$ cat src/rtl/adc_flag_pkg.sv
package adc_flag_pkg;

    localparam int NCH_DEF      = 8;
    localparam int DW_DEF       = 10;
    localparam int RW_DEF       = 32;
    localparam int LAST_CH_LSB  = 12;
    localparam int LAST_VLD_BIT = 15;

    // Control register indices (low address bits, data region bit clear)
    typedef enum logic [2:0] {
        REG_STAT   = 3'd0,
        REG_LAST   = 3'd1,
        REG_ENMASK = 3'd2,
        REG_ENSET  = 3'd3,
        REG_ENCLR  = 3'd4
    } ctl_reg_e;

    typedef struct packed {
        logic stat_rd;
        logic last_rd;
        logic data_rd;
        logic mask_rd;
        logic en_set;
        logic en_clr;
    } bus_cmd_t;

    function automatic logic is_ctl(input logic [2:0] idx, input ctl_reg_e r);
        return idx == r;
    endfunction

endpackage

$ cat src/rtl/adc_bus_decode.sv
module adc_bus_decode
    import adc_flag_pkg::*;
#(
    parameter int NCH = NCH_DEF,
    parameter int CHW = $clog2(NCH),
    parameter int AW  = CHW + 1
) (
    input  logic           rd_en,
    input  logic           wr_en,
    input  logic [AW-1:0]  addr,
    output bus_cmd_t       cmd,
    output logic [CHW-1:0] data_ch
);
    logic       in_data;
    logic [2:0] ctl_idx;

    assign in_data = addr[AW-1];
    assign data_ch = addr[CHW-1:0];
    assign ctl_idx = 3'(addr[CHW-1:0]);

    always_comb begin
        cmd         = '0;
        cmd.data_rd = rd_en && in_data;
        cmd.stat_rd = rd_en && !in_data && is_ctl(ctl_idx, REG_STAT);
        cmd.last_rd = rd_en && !in_data && is_ctl(ctl_idx, REG_LAST);
        cmd.mask_rd = rd_en && !in_data && is_ctl(ctl_idx, REG_ENMASK);
        cmd.en_set  = wr_en && !in_data && is_ctl(ctl_idx, REG_ENSET);
        cmd.en_clr  = wr_en && !in_data && is_ctl(ctl_idx, REG_ENCLR);
    end
endmodule

$ cat src/rtl/adc_conv_track.sv
module adc_conv_track #(
    parameter int NCH = 8,
    parameter int CHW = $clog2(NCH)
) (
    input  logic           clk,
    input  logic           rst,
    input  logic           en_set,
    input  logic           en_clr,
    input  logic [NCH-1:0] wmask,
    input  logic           conv_start,
    input  logic [CHW-1:0] conv_chan,
    input  logic           eoc_valid,
    input  logic [CHW-1:0] eoc_chan,
    input  logic           sleep_req,
    output logic [NCH-1:0] en_q,
    output logic           accept,
    output logic           busy_q,
    output logic           sleep_on
);
    logic [NCH-1:0] set_m, clr_m, en_next;
    logic [CHW-1:0] run_ch_q;
    logic           kill_q;
    logic           start_ok;
    logic           run_killed;

    assign set_m   = en_set ? wmask : '0;
    assign clr_m   = en_clr ? wmask : '0;
    assign en_next = (en_q | set_m) & ~clr_m;

    assign start_ok   = conv_start && en_next[conv_chan];
    assign run_killed = busy_q && kill_q && (run_ch_q == eoc_chan);
    assign accept     = eoc_valid && en_next[eoc_chan] && !run_killed;
    assign sleep_on   = sleep_req && !busy_q;

    always_ff @(posedge clk) begin
        if (rst) begin
            en_q     <= '0;
            busy_q   <= 1'b0;
            kill_q   <= 1'b0;
            run_ch_q <= '0;
        end else begin
            en_q <= en_next;
            if (start_ok) begin
                busy_q   <= 1'b1;
                kill_q   <= 1'b0;
                run_ch_q <= conv_chan;
            end else if (eoc_valid) begin
                busy_q <= 1'b0;
                kill_q <= 1'b0;
            end else if (busy_q && clr_m[run_ch_q]) begin
                kill_q <= 1'b1;
            end
        end
    end
endmodule

$ cat src/rtl/adc_result_store.sv
module adc_result_store #(
    parameter int NCH = 8,
    parameter int DW  = 10,
    parameter int CHW = $clog2(NCH)
) (
    input  logic           clk,
    input  logic           rst,
    input  logic           accept,
    input  logic [CHW-1:0] eoc_chan,
    input  logic [DW-1:0]  eoc_data,
    input  logic [CHW-1:0] rd_ch,
    output logic [DW-1:0]  rd_data,
    output logic [DW-1:0]  last_data,
    output logic [CHW-1:0] last_ch,
    output logic           last_vld
);
    logic [DW-1:0] chan_q [NCH];

    for (genvar g = 0; g < NCH; g++) begin : g_chan
        always_ff @(posedge clk) begin
            if (rst)
                chan_q[g] <= '0;
            else if (accept && (eoc_chan == CHW'(g)))
                chan_q[g] <= eoc_data;
        end
    end

    always_ff @(posedge clk) begin
        if (rst) begin
            last_data <= '0;
            last_ch   <= '0;
            last_vld  <= 1'b0;
        end else if (accept) begin
            last_data <= eoc_data;
            last_ch   <= eoc_chan;
            last_vld  <= 1'b1;
        end
    end

    assign rd_data = chan_q[rd_ch];
endmodule

$ cat src/rtl/adc_flag_core.sv
module adc_flag_core #(
    parameter int NCH = 8,
    parameter int CHW = $clog2(NCH)
) (
    input  logic           clk,
    input  logic           rst,
    input  logic           stat_rd,
    input  logic           last_rd,
    input  logic           data_rd,
    input  logic [CHW-1:0] data_ch,
    input  logic [CHW-1:0] last_ch,
    input  logic           last_vld,
    input  logic           accept,
    input  logic [CHW-1:0] eoc_chan,
    output logic [NCH-1:0] done_q,
    output logic [NCH-1:0] ovr_q,
    output logic           drdy_q,
    output logic           govr_q
);
    localparam logic [NCH-1:0] ONE = NCH'(1);

    logic [NCH-1:0] clr_m, set_m, ovr_set;
    logic           drdy_clr;

    always_comb begin
        clr_m = '0;
        if (data_rd)
            clr_m = ONE << data_ch;
        else if (last_rd && last_vld)
            clr_m = ONE << last_ch;
    end

    assign set_m    = accept ? (ONE << eoc_chan) : '0;
    assign ovr_set  = set_m & done_q & ~clr_m;
    assign drdy_clr = last_rd;

    always_ff @(posedge clk) begin
        if (rst) begin
            done_q <= '0;
            ovr_q  <= '0;
            drdy_q <= 1'b0;
            govr_q <= 1'b0;
        end else begin
            done_q <= (done_q & ~clr_m) | set_m;
            ovr_q  <= (stat_rd ? '0 : ovr_q) | ovr_set;
            drdy_q <= (drdy_q && !drdy_clr) || accept;
            govr_q <= (govr_q && !stat_rd) || (accept && drdy_q && !drdy_clr);
        end
    end
endmodule

$ cat src/rtl/adc_flag_ctrl.sv
module adc_flag_ctrl
    import adc_flag_pkg::*;
#(
    parameter int NCH = NCH_DEF,
    parameter int DW  = DW_DEF,
    parameter int RW  = RW_DEF,
    parameter int CHW = $clog2(NCH),
    parameter int AW  = CHW + 1
) (
    input  logic           clk,
    input  logic           rst,
    input  logic           conv_start,
    input  logic [CHW-1:0] conv_chan,
    input  logic           eoc_valid,
    input  logic [CHW-1:0] eoc_chan,
    input  logic [DW-1:0]  eoc_data,
    input  logic           sleep_req,
    output logic           conv_idle,
    output logic           sleep_on,
    input  logic           rd_en,
    input  logic           wr_en,
    input  logic [AW-1:0]  addr,
    input  logic [NCH-1:0] wdata,
    output logic [RW-1:0]  rdata
);
    bus_cmd_t       cmd;
    logic [CHW-1:0] data_ch;
    logic [NCH-1:0] en_q;
    logic           accept;
    logic           busy_q;
    logic [DW-1:0]  rd_data;
    logic [DW-1:0]  last_data;
    logic [CHW-1:0] last_ch;
    logic           last_vld;
    logic [NCH-1:0] done_q;
    logic [NCH-1:0] ovr_q;
    logic           drdy_q;
    logic           govr_q;

    adc_bus_decode #(.NCH(NCH), .CHW(CHW), .AW(AW)) u_dec (
        .rd_en   (rd_en),
        .wr_en   (wr_en),
        .addr    (addr),
        .cmd     (cmd),
        .data_ch (data_ch)
    );

    adc_conv_track #(.NCH(NCH), .CHW(CHW)) u_trk (
        .clk        (clk),
        .rst        (rst),
        .en_set     (cmd.en_set),
        .en_clr     (cmd.en_clr),
        .wmask      (wdata),
        .conv_start (conv_start),
        .conv_chan  (conv_chan),
        .eoc_valid  (eoc_valid),
        .eoc_chan   (eoc_chan),
        .sleep_req  (sleep_req),
        .en_q       (en_q),
        .accept     (accept),
        .busy_q     (busy_q),
        .sleep_on   (sleep_on)
    );

    adc_result_store #(.NCH(NCH), .DW(DW), .CHW(CHW)) u_res (
        .clk       (clk),
        .rst       (rst),
        .accept    (accept),
        .eoc_chan  (eoc_chan),
        .eoc_data  (eoc_data),
        .rd_ch     (data_ch),
        .rd_data   (rd_data),
        .last_data (last_data),
        .last_ch   (last_ch),
        .last_vld  (last_vld)
    );

    adc_flag_core #(.NCH(NCH), .CHW(CHW)) u_flg (
        .clk      (clk),
        .rst      (rst),
        .stat_rd  (cmd.stat_rd),
        .last_rd  (cmd.last_rd),
        .data_rd  (cmd.data_rd),
        .data_ch  (data_ch),
        .last_ch  (last_ch),
        .last_vld (last_vld),
        .accept   (accept),
        .eoc_chan (eoc_chan),
        .done_q   (done_q),
        .ovr_q    (ovr_q),
        .drdy_q   (drdy_q),
        .govr_q   (govr_q)
    );

    assign conv_idle = !busy_q;

    always_comb begin
        rdata = '0;
        if (cmd.stat_rd) begin
            rdata[NCH-1:0]     = done_q;
            rdata[2*NCH-1:NCH] = ovr_q;
            rdata[2*NCH]       = drdy_q;
            rdata[2*NCH+1]     = govr_q;
        end else if (cmd.last_rd) begin
            rdata[DW-1:0]              = last_data;
            rdata[LAST_CH_LSB +: CHW]  = last_ch;
            rdata[LAST_VLD_BIT]        = last_vld;
        end else if (cmd.mask_rd) begin
            rdata[NCH-1:0] = en_q;
        end else if (cmd.data_rd) begin
            rdata[DW-1:0] = rd_data;
        end
    end
endmodule

$ cat config.mk
export PLATFORM = sky130hd
export DESIGN_NAME = adc_flag_ctrl
export DESIGN_NICKNAME = d
export VERILOG_FILES = /design/src/rtl/adc_flag_pkg.sv /design/src/rtl/adc_bus_decode.sv /design/src/rtl/adc_conv_track.sv /design/src/rtl/adc_result_store.sv /design/src/rtl/adc_flag_core.sv /design/src/rtl/adc_flag_ctrl.sv
export SDC_FILE = /design/constraint.sdc
export NUM_CORES = 1
export LEC_CHECK = 0
export BUFFER_PORTS_ARGS = -buffer_cell sky130_fd_sc_hd__clkbuf_2
export CAP_MARGIN = 40
export CORE_MARGIN = 2
export CORE_UTILIZATION = 30
export DETAILED_ROUTE_END_ITERATION = 16
export GPL_TIMING_DRIVEN = 0
export PLACE_DENSITY_LB_ADDON = 0.12
export REMOVE_ABC_BUFFERS = 1
export SLEW_MARGIN = 20
export SYNTH_ARGS = -nofsm -noshare
export SYNTH_HDL_FRONTEND = slang
export SYNTH_HIERARCHICAL = 1
export SYNTH_SLANG_ARGS = --single-unit
$ cat constraint.sdc
create_clock -name clk -period 4.1 [get_ports clk]
set_clock_uncertainty 0.2 [all_clocks]
set_input_delay 0.615 -clock clk [delete_from_list [all_inputs] [get_ports clk]]
set_output_delay 0.615 -clock clk [all_outputs]
set_load 0.005 [all_outputs]
### Yosys cells after proc, flatten, opt, wreduce, memory -nomap -nowiden

Memories as Yosys holds them, arrays and structs flattened.
Cells that the tools add are included.
Widths: inputs -> output; s select.

| word-level totals | value |
|---|---|
| register bits after elaboration | 45 |
| latch bits | 0 |
| RAM bits | 80 |
| memory bits (read-only) | 0 |
| input port bits | 35 |
| memories | 1 |

| cells by class | value |
|---|---|
| add/sub/neg operators | 0 |
| multipliers | 0 |
| divide/modulo/power cells | 0 |
| magnitude comparators | 3 |
| eq/ne operators | 12 |
| shift-type cells | 3 |
| mux-type cells | 57 |
| bitwise operators | 17 |
| reductions and logical operators | 39 |

Memories:

| memory | words | width | read ports | clocked after memory_dff | write ports | line | RTL |
|---|---|---|---|---|---|---|---|
| u_res.chan_q | 8 | 10 | 1 | 0 | 8 | adc_result_store.sv:17 | `logic [DW-1:0] chan_q [NCH];` |

Operator list:

| kind | number |
|---|---|
| $mux 10 | 11 |
| $mux 8 | 7 |
| $and 8x8->8 | 4 |
| $mux 1 | 31 |
| $logic_and 1x1->1 | 28 |
| $or 8x8->8 | 3 |
| $shl 1x3->8 const A | 3 |
| $not 8->8 | 2 |
| $eq 3x3->1 const B | 5 |
| $eq 3x2->1 const B | 4 |
| $lt 3x4->1 const B | 3 |
| $bmux 1 s3 | 3 |
| $mux 4 | 2 |
| $or 1x1->1 | 8 |
| $eq 3x1->1 const B | 2 |
| $logic_not 3->1 | 2 |
| $mux 2 | 3 |
| $logic_not 1->1 | 5 |
| $eq 3x3->1 | 1 |
| $reduce_or 3->1 | 1 |
| $logic_or 1x1->1 | 2 |
| $reduce_bool 2->1 | 1 |

### Logic depth before layout (Yosys ltp)

Gate-level depths: netlist of the first run.

| logic depth | value |
|---|---|
| depth in word-level cells | 15 |
| gate-level depth with buffers | 13 |

### Cells and area by module

Netlist of the first run, hierarchy kept.

By module, submodules not included:

| module | times used | cells an instance | area each (um2) | sequential area each (um2) |
|---|---|---|---|---|
| adc_result_store | 1 | 284 | 4215.3 | 2682.6 |
| adc_flag_core | 1 | 93 | 795.8 | 360.3 |
| adc_conv_track | 1 | 80 | 792.0 | 260.2 |
| adc_flag_ctrl | 1 | 64 | 440.4 | 0.0 |
| adc_bus_decode | 1 | 12 | 96.3 | 0.0 |

### Least setup slack after synthesis of the first run

Ideal clock, no wire load.

| timing | value |
|---|---|
| kind | input to register |
| start point | in addr[0] |
| end point | mem u_res.chan_q[3][0], enable pin |
| library setup time | 0.379 ns |
| arrival time | 2.479 ns |
| required time | 3.521 ns |
| slack | 1.042 ns |
| stages on the path | 10 |
| buffers on the path | 2 |
| cell sequence | nor2_1 -> and4b_2 -> buf_2 -> a21oi_1 -> mux4_2 -> mux2i_1 -> nor2_1 -> buf_4 -> nand2_1 -> o21bai_1 |

RTL lines:

| what | line | RTL |
|---|---|---|
| start: declaration | adc_flag_ctrl.sv:22 | `input logic [AW-1:0] addr,` |
| end: declaration | adc_result_store.sv:17 |  |

==> impl_results.rst, run 1 <==
.. list-table::
   :header-rows: 1

   * - Metric
     - Value
   * - Total global-route track usage
     - 0.1679
   * - # Max-Cap Violations
     - 0
   * - Worst hold path endpoint
     - u_trk/kill_q
   * - Via count
     - 4505
   * - Number of hold buffers added after cts
     - 0
   * - Clock tree from TritonCTS
     - done
   * - Area of the die
     - 22310 um2
   * - Pint
     - 0.002411 W
   * - Grt total ovfl
     - 0
   * - Via count of the first global-routing pass
     - 4472
   * - Fin area
     - 7530 um2
   * - Yosys top cell by area
     - sky130_fd_sc_hd__edfxtp_1
   * - Capturing point of the worst reg2reg path
     - u_res/chan_q[6][1]
   * - Share of final-layout standard cells stronger than drive strength 1
     - 0.2475
   * - Final critical path time including I/O delays and setup
     - 3.846 ns
   * - Most area-consuming cells after synthesis
     - sky130_fd_sc_hd__edfxtp_1 38%, sky130_fd_sc_hd__dfxtp_1 14%, sky130_fd_sc_hd__mux4_1 8.3%
   * - Number of standard cells after synthesis
     - 533
   * - Static power due to leakage
     - 2.676 nW
   * - Antenna violations before repair
     - 0
   * - PD cells
     - 416.0 nW/um2
   * - CP Data Arrival Time
     - 3.03 ns
   * - Clk_lat worst skew
     - 0.42 ns
   * - Family with the most delay on the worst path
     - simple AND/OR/NAND/NOR gates
   * - Per-instance average area after synthesis
     - 11.89 um2
   * - Fmax
     - 260.0 MHz
   * - Commonest cells in the netlist
     - 80 x sky130_fd_sc_hd__edfxtp_1, 79 x sky130_fd_sc_hd__nor3_1, 45 x sky130_fd_sc_hd__dfxtp_1
   * - Synth Warn #
     - 6
   * - Share of flip-flops with an asynchronous set or reset after synthesis
     - 0
   * - Maximum number of pins on one net before global-route repair
     - 33
   * - Peak VDD IR
     - 258.3 uV
   * - Number of synthesized register bits
     - 125
   * - Reg-to-Reg Start
     - u_trk/en_q[0]
   * - X dimension of the die
     - 149.4 um
   * - Worst Hold Path Cells
     - 2
   * - Number of optimization iterations in the first detailed-route pass
     - 5
   * - Setup CP Type
     - primary input to primary output
   * - Site row count
     - 53
   * - PnR Total Power
     - 0.003133 W
   * - Detail Placement HPWL
     - 12.09 mm
   * - CP peak stage delay
     - 0.58 ns
   * - Final hold vios
     - 0
   * - Combinational fraction of design power
     - 0.083
   * - Worst-case headroom to the max-slew limit
     - 0.4114
   * - Number of clock sinks
     - 125
   * - Area growth from synthesis to layout
     - 18.77%
   * - Number of slew-limit violations in the final report
     - 0
   * - Critical path's most frequent cell
     - sky130_fd_sc_hd__clkbuf_2
   * - Number of I/O port buffers
     - 54
   * - Die Ht
     - 149.4 um
   * - Crit share post-route
     - 0.9382
   * - EDFF count, synth
     - 80
   * - Element type at the critical path end
     - primary output
   * - Root buffer cell
     - sky130_fd_sc_hd__clkbuf_16
   * - Diodes inserted
     - 0
   * - Area fraction of the dominant cell type after synthesis
     - 0.3789
   * - Worst hold-check path type
     - primary input to register
   * - Most frequent cell after synthesis
     - sky130_fd_sc_hd__edfxtp_1
   * - Number of CTS-inserted buffers
     - 17
   * - Post-Synthesis Cell Area
     - 6340 um2
   * - Core ar.
     - 20890 um2
   * - Slew @ Worst Pin
     - 0.8823 ns
   * - Crit path required time
     - 3.28 ns
   * - Buffering stage count on the worst path with inverters included
     - 2
   * - DRC violations left
     - 0
   * - Number of cells traversed by the worst register-to-register path
     - 8
   * - Overall routed net length
     - 18.11 mm
   * - Unrepaired setup endpoints after global routing
     - no
   * - Clock H-tree levels
     - 4
   * - Clock network fraction of design power
     - 0.477
   * - Crit path launch type
     - primary input
   * - Cell-by-cell trace of the critical path
     - clkbuf_2, or3b_1, nor3b_2, nand2b_1, o22ai_1, a21oi_1, clkbuf_2
   * - Startpoint of the lowest-slack hold path
     - eoc_valid
   * - Synth unique cells
     - 59
   * - Register area share after synthesis
     - 0.5210
   * - Highest-delay cell along the critical path
     - sky130_fd_sc_hd__or3b_1
   * - Switching part of the total power
     - 0.2303
   * - Setup-violating endpoint count in the final report
     - 0
   * - Global-route wire length before repair
     - 27.23 mm
   * - DRC violation total after the first TritonRoute iteration
     - 331
   * - Clock Path Buffers
     - 2
   * - GP Congestion
     - 0.7862
   * - Crit Path Max Fanout
     - 25
   * - Setup slack of the most critical reg-to-reg path
     - 1.12 ns
   * - Setup bufs post-CTS
     - 0
   * - Routed len/inst
     - 20.84 um
   * - Net count of the finished layout
     - 617
   * - Routed Antenna Nets
     - 0
   * - Post-synth top flop
     - sky130_fd_sc_hd__edfxtp_1
   * - Via density per instance
     - 5.184
   * - Sw Pwr
     - 0.0007214 W
   * - Initial Utilization
     - 0.3035
   * - Sequential fraction of design power
     - 0.439
   * - Run status
     - finished, final reports clean
   * - Post-Place Cell Area
     - 6907 um2
   * - Number of filler instances in the final layout
     - 2085
   * - I/O Pins
     - 69
   * - CTS clock-pin slew for the worst setup and hold paths
     - 0.05 ns
## final cells by class
cell class / count / area (um2) / share of cell area
clock buffers: 19 / 432.9 / 0.05749
clock inverters: 12 / 147.6 / 0.01961
inverters: 16 / 60.06 / 0.007976
multi-input cells: 353 / 2743 / 0.3642
flip-flops and latches: 125 / 3303 / 0.4387
well taps: 275 / 344.1 / 0.04570
repair buffers: 69 / 499.2 / 0.06630
## sequential cells by signal (all words and copies together), names as in the netlist
| signal | cells |
|---|---|
| u_res/last_vld | 1 |
| u_trk/run_ch_q | 3 |
| u_res/last_ch | 3 |
| u_trk/busy_q | 1 |
| u_flg/ovr_q | 8 |
| u_trk/en_q | 8 |
| u_res/last_data | 10 |
| u_trk/kill_q | 1 |
| u_flg/drdy_q | 1 |
| u_res/chan_q | 80 |
| u_flg/done_q | 8 |
| u_flg/govr_q | 1 |
## layer usage
metal | up-vias | GRT usage | share of wire
li1 | 2123 | - | -
met1 | 2253 | 0.2363 | 0.49
met2 | 113 | 0.2553 | 0.45
met3 | 16 | 0.03914 | 0.048
met4 | 0 | 0.05476 | 0.013
met5 | - | 0 | 0
## through the flow
stage	setup slack (ns)	hold WS (ns)	TNS, ns	instances	util
floorplan	-0.6084	0.2174	-55.71	494	-
global placement	-3.494	0.2340	-518.25	823	0.3188
detailed placement	-0.4454	0.2444	-38.42	836	0.3306
CTS	-0.02071	0.1801	-0.1678	867	0.3584
global route	0.02848	0.1885	0	869	0.3605
finish	0.2535	0.1985	0	869	0.3605
## power groups by stage
| stage | combinational (W) | sequential, W | clock [W] |
|---|---|---|---|
| after global routing | 0.000281 | 0.00138 | 0.00159 |
| after global placement | 0.000236 | 0.00140 | 0 |
| after floorplan | 0.000122 | 0.00140 | 0 |
| final | 0.000261 | 0.00138 | 0.00150 |
| after CTS | 0.000258 | 0.00138 | 0.00153 |
| after detailed placement | 0.000257 | 0.00140 | 0 |
## cell families after synthesis
kind of cell	count (synthesis)	synth area share
and+or+nand+nor	191	0.1660
AOI/OAI and AO/OA	94	0.1028
DFF	125	0.5210
muxes	51	0.1419
other	1	0.0005915
xor gates and xnor gates	3	0.004145
buffers and inverters	68	0.06355
## what timing repair did
item | in CTS | in global routing
pin swaps | 0 | 0
resized for setup | 0 | 5
endpoints found under the setup margin | 10 | 109
## worst max path at each step
stage	slack (ns)	to	cells past startpoint	startpoint
5_1_grt	0.03	u_res/chan_q[2][5]	13	addr[0]
3_3_place_gp	-3.49	u_res/chan_q[1][4]	10	addr[0]
4_1_cts	-0.02	u_res/chan_q[7][5]	11	addr[1]
2_1_floorplan	-0.61	u_res/chan_q[1][0]	9	addr[3]
3_5_place_dp	-0.45	u_res/chan_q[7][4]	11	addr[1]
6_report	0.25	rdata[6]	7	addr[2]
## placed cells by master, fill, tap and decap left out, drive strengths merged, types with 5 or more instances in the layout
master,instances
nor2b,13
a22oi,7
and2,5
dfxtp,45
a21oi,35
inv,5
o21ai,5
nand3,5
clkinv,19
edfxtp,80
nand2b,10
nand2,24
buf,15
o221ai,8
mux4,24
o21bai,8
conb,14
o22ai,8
o41ai,5
mux2,11
clkbuf,73
nor3,82
mux2i,16
nor2,24
No activity file was read; power rests on OpenSTA's default activity.
==> run 2, diff against run 1 <==
==> constraint.sdc (replaced) <==
create_clock -name clk -period 4.1 [get_ports clk]
set_clock_uncertainty 0.2 [all_clocks]
set_input_delay 0.41 -clock clk [delete_from_list [all_inputs] [get_ports clk]]
set_output_delay 0.41 -clock clk [all_outputs]
set_load 0.005 [all_outputs]
==> run 2 against run 1 <==
  * Wire length grew 0.14%
  * Hold slack got worse by 0.14 ns
  * Critical path depth rose by 4
  * Clock-buffer cell count unchanged
  * Sequential power about the same
  * Die area did not move
==> impl_results.rst, run 2 (synthesis results as in run 1) <==
.. list-table::
   :header-rows: 1

   * - Metric
     - Value
   * - DRC violations left
     - 0 (unchanged)
   * - Number of slew-limit violations in the final report
     - 0 (unchanged)
   * - Non-filler cells in the finished layout
     - 870 (+0.12%)
   * - I/O Pins
     - 69 (unchanged)
   * - Via count of the first global-routing pass
     - 4472 (unchanged)
   * - Number of filler instances in the final layout
     - 2086 (+0.048%)
   * - Area of the die
     - 22310 um2 (unchanged)
   * - Core ar.
     - 20890 um2 (unchanged)
   * - Slew @ Worst Pin
     - 0.8712 ns (-0.01108 ns)
   * - Number of placed instances, taps included
     - 836 (unchanged)
   * - Final critical path time including I/O delays and setup
     - 3.728 ns (-0.1187 ns)
   * - Detail Placement HPWL
     - 12.09 mm (unchanged)
   * - CTS clock-pin slew for the worst setup and hold paths
     - 0.05 ns (about the same)
   * - Worst-case headroom to the max-slew limit
     - 0.4188 (+0.007388)
   * - GP Congestion
     - 0.7862 (unchanged)
   * - Initial Utilization
     - 0.3035 (unchanged)
   * - Number of optimization iterations in the first detailed-route pass
     - 5 (unchanged)
   * - Number of I/O port buffers
     - 54 (unchanged)
   * - Final cell utilization of the core
     - 0.3608 (about the same)
   * - Worst hold-check path type
     - primary input to register
   * - Clock Path Buffers
     - 2 (unchanged)
   * - Via count
     - 4500 (-0.11%)
   * - Site row count
     - 53 (unchanged)
   * - Clk_lat worst skew
     - 0.42 ns (about the same)
   * - Post-Place Cell Area
     - 6907 um2 (unchanged)
   * - Registers with the highest flip-flop counts
     - u_res/chan_q: 80 flops, u_res/last_data: 10 flops
   * - Combined flip-flop and latch cell area
     - 3303 um2 (unchanged)
   * - Setup CP Type
     - primary input to register
   * - Area growth from synthesis to layout
     - 18.89% (about the same)
   * - PD cells
     - 415.2 nW/um2 (-0.21%)
   * - X dimension of the die
     - 149.4 um (unchanged)
   * - Fmax
     - 268.3 MHz (+3.2%)
   * - Global-route wire length before repair
     - 27.23 mm (unchanged)
   * - Number of clock sinks
     - 125 (unchanged)
   * - Run status
     - finished, final reports clean
   * - Via density per instance
     - 5.172 (-0.23%)
   * - Min Hold Slack
     - 0.05699 ns (-0.1415 ns)
   * - Most used cells in the layout excluding fill and tap cells
     - 80 x sky130_fd_sc_hd__edfxtp_1, 78 x sky130_fd_sc_hd__nor3_1, 54 x sky130_fd_sc_hd__clkbuf_2
   * - Static power due to leakage
     - 2.679 nW (+0.14%)
   * - Peak VDD IR
     - 256.8 uV (-0.57%)
   * - Crit path required time
     - 3.94 ns (+0.66 ns)
   * - Multi-input gate area in the final layout
     - 2743 um2 (unchanged)
   * - Routed Antenna Nets
     - 0 (unchanged)
   * - Register name with the most flops
     - u_res/chan_q
   * - Largest register FFs
     - 80 (unchanged)
   * - Maximum number of pins on one net before global-route repair
     - 33 (unchanged)
   * - Clock H-tree levels
     - 4 (unchanged)
   * - Most frequent standard cell in the layout excluding fill and tap cells
     - sky130_fd_sc_hd__edfxtp_1
   * - CP Data Arrival Time
     - 3.57 ns (+0.54 ns)
   * - Element type at the critical path end
     - register
   * - Crit path launch type
     - primary input
   * - Final hold vios
     - 0 (unchanged)
   * - Net count of the finished layout
     - 618 (+0.16%)
   * - Unrepaired setup endpoints after global routing
     - no
   * - Grt total ovfl
     - 0 (unchanged)
   * - Antenna violations before repair
     - 0 (unchanged)
   * - Clock tree from TritonCTS
     - done
   * - Die Ht
     - 149.4 um (unchanged)
   * - Share of final-layout standard cells stronger than drive strength 1
     - 0.2471 (-0.0004159)
   * - Setup bufs post-CTS
     - 0 (unchanged)
   * - # Max-Cap Violations
     - 0 (unchanged)
   * - Total global-route track usage
     - 0.1679 (unchanged)
   * - Crit Path Max Fanout
     - 25 (unchanged)
   * - Overall routed net length
     - 18.13 mm (+0.14%)
   * - Fin area
     - 7537 um2 (about the same)
   * - Setup-violating endpoint count in the final report
     - 0 (unchanged)
   * - Root buffer cell
     - sky130_fd_sc_hd__clkbuf_16
   * - Routed len/inst
     - 20.84 um (about the same)
   * - Crit share post-route
     - 0.9092 (-0.02895)
   * - Number of CTS-inserted buffers
     - 17 (unchanged)
   * - DRC violation total after the first TritonRoute iteration
     - 305 (-7.9%)
   * - Diodes inserted
     - 0 (unchanged)
[run 2: cell types whose count changed in the layout (fill, tap and decap cells not counted)]
cell                            before  now
sky130_fd_sc_hd__clkbuf_4            1    0
sky130_fd_sc_hd__dlygate4sd3_1       0    1
sky130_fd_sc_hd__clkbuf_2           53   54
[run 2: metal layers]
layer | GRT usage | wire length (um) | vias to the layer above | part of all wire
li1 | - | - | 2122 | -
met1 | 0.2365 | 8779 | 2254 | 0.48
met2 | 0.2553 | 8288 | 113 | 0.46
met3 | 0.03884 | 871 | 11 | 0.048
met4 | 0.05476 | 195 | 0 | 0.011
met5 | 0 | 0 | - | 0
[run 2: where the power goes]
group | internal (W) | switching, W
combinational | 0.0000982 | 0.000163
sequential | 0.00137 | 0.00000969
clock | 0.000947 | 0.000545
total | 0.00241 | 0.000718
[run 2: through the flow]
stage	total power [W]	TNS, ns	setup slack, ns
floorplan	0.001520	-22.97	-0.4034
global placement	0.001639	-473.74	-3.289
detailed placement	0.001660	-14.11	-0.2404
CTS	0.003167	0	0.1843
global route	0.003253	0	0.1338
finish	0.003129	0	0.3722
[run 2: worst paths after layout]
kind	slack (ns)	endpoint	depth (start not counted)	startpoint
hold / removal	0.06	u_res/last_data[8]	3	eoc_data[8]
setup / recovery	0.37	u_res/chan_q[6][1]	11	addr[1]
hold reg to reg	0.25	u_flg/ovr_q[2]	2	u_flg/ovr_q[2]
setup reg to reg	1.13	u_res/chan_q[6][1]	8	u_trk/en_q[0]
[run 2: timing repair]
item / CTS / global route
gates resized for setup: 0 / 3
hold endpoints to repair: 1 / 0
endpoints found under the setup margin: 0 / 53
hold buffers: 1 / 0
[run 2: worst max-delay path, stage by stage]
cell and delay, ns:
sky130_fd_sc_hd__clkbuf_2 0.50, sky130_fd_sc_hd__nand4b_1 0.20, sky130_fd_sc_hd__nor2_2 0.34, sky130_fd_sc_hd__a21oi_1 0.15
sky130_fd_sc_hd__a21oi_1 0.21, sky130_fd_sc_hd__mux4_2 0.27, sky130_fd_sc_hd__mux2i_1 0.10, sky130_fd_sc_hd__nor2_4 0.21
sky130_fd_sc_hd__buf_12 0.22, sky130_fd_sc_hd__nand2b_1 0.18, sky130_fd_sc_hd__o21bai_2 0.75
[run 2: final cells by class]
type / instances / area share
flip-flops and latches: 125 / 0.4382
well taps: 275 / 0.04565
multi-input cells: 353 / 0.3639
clock buffers: 19 / 0.05744
inverters: 16 / 0.007968
clock inverters: 12 / 0.01959
repair buffers: 70 / 0.06723
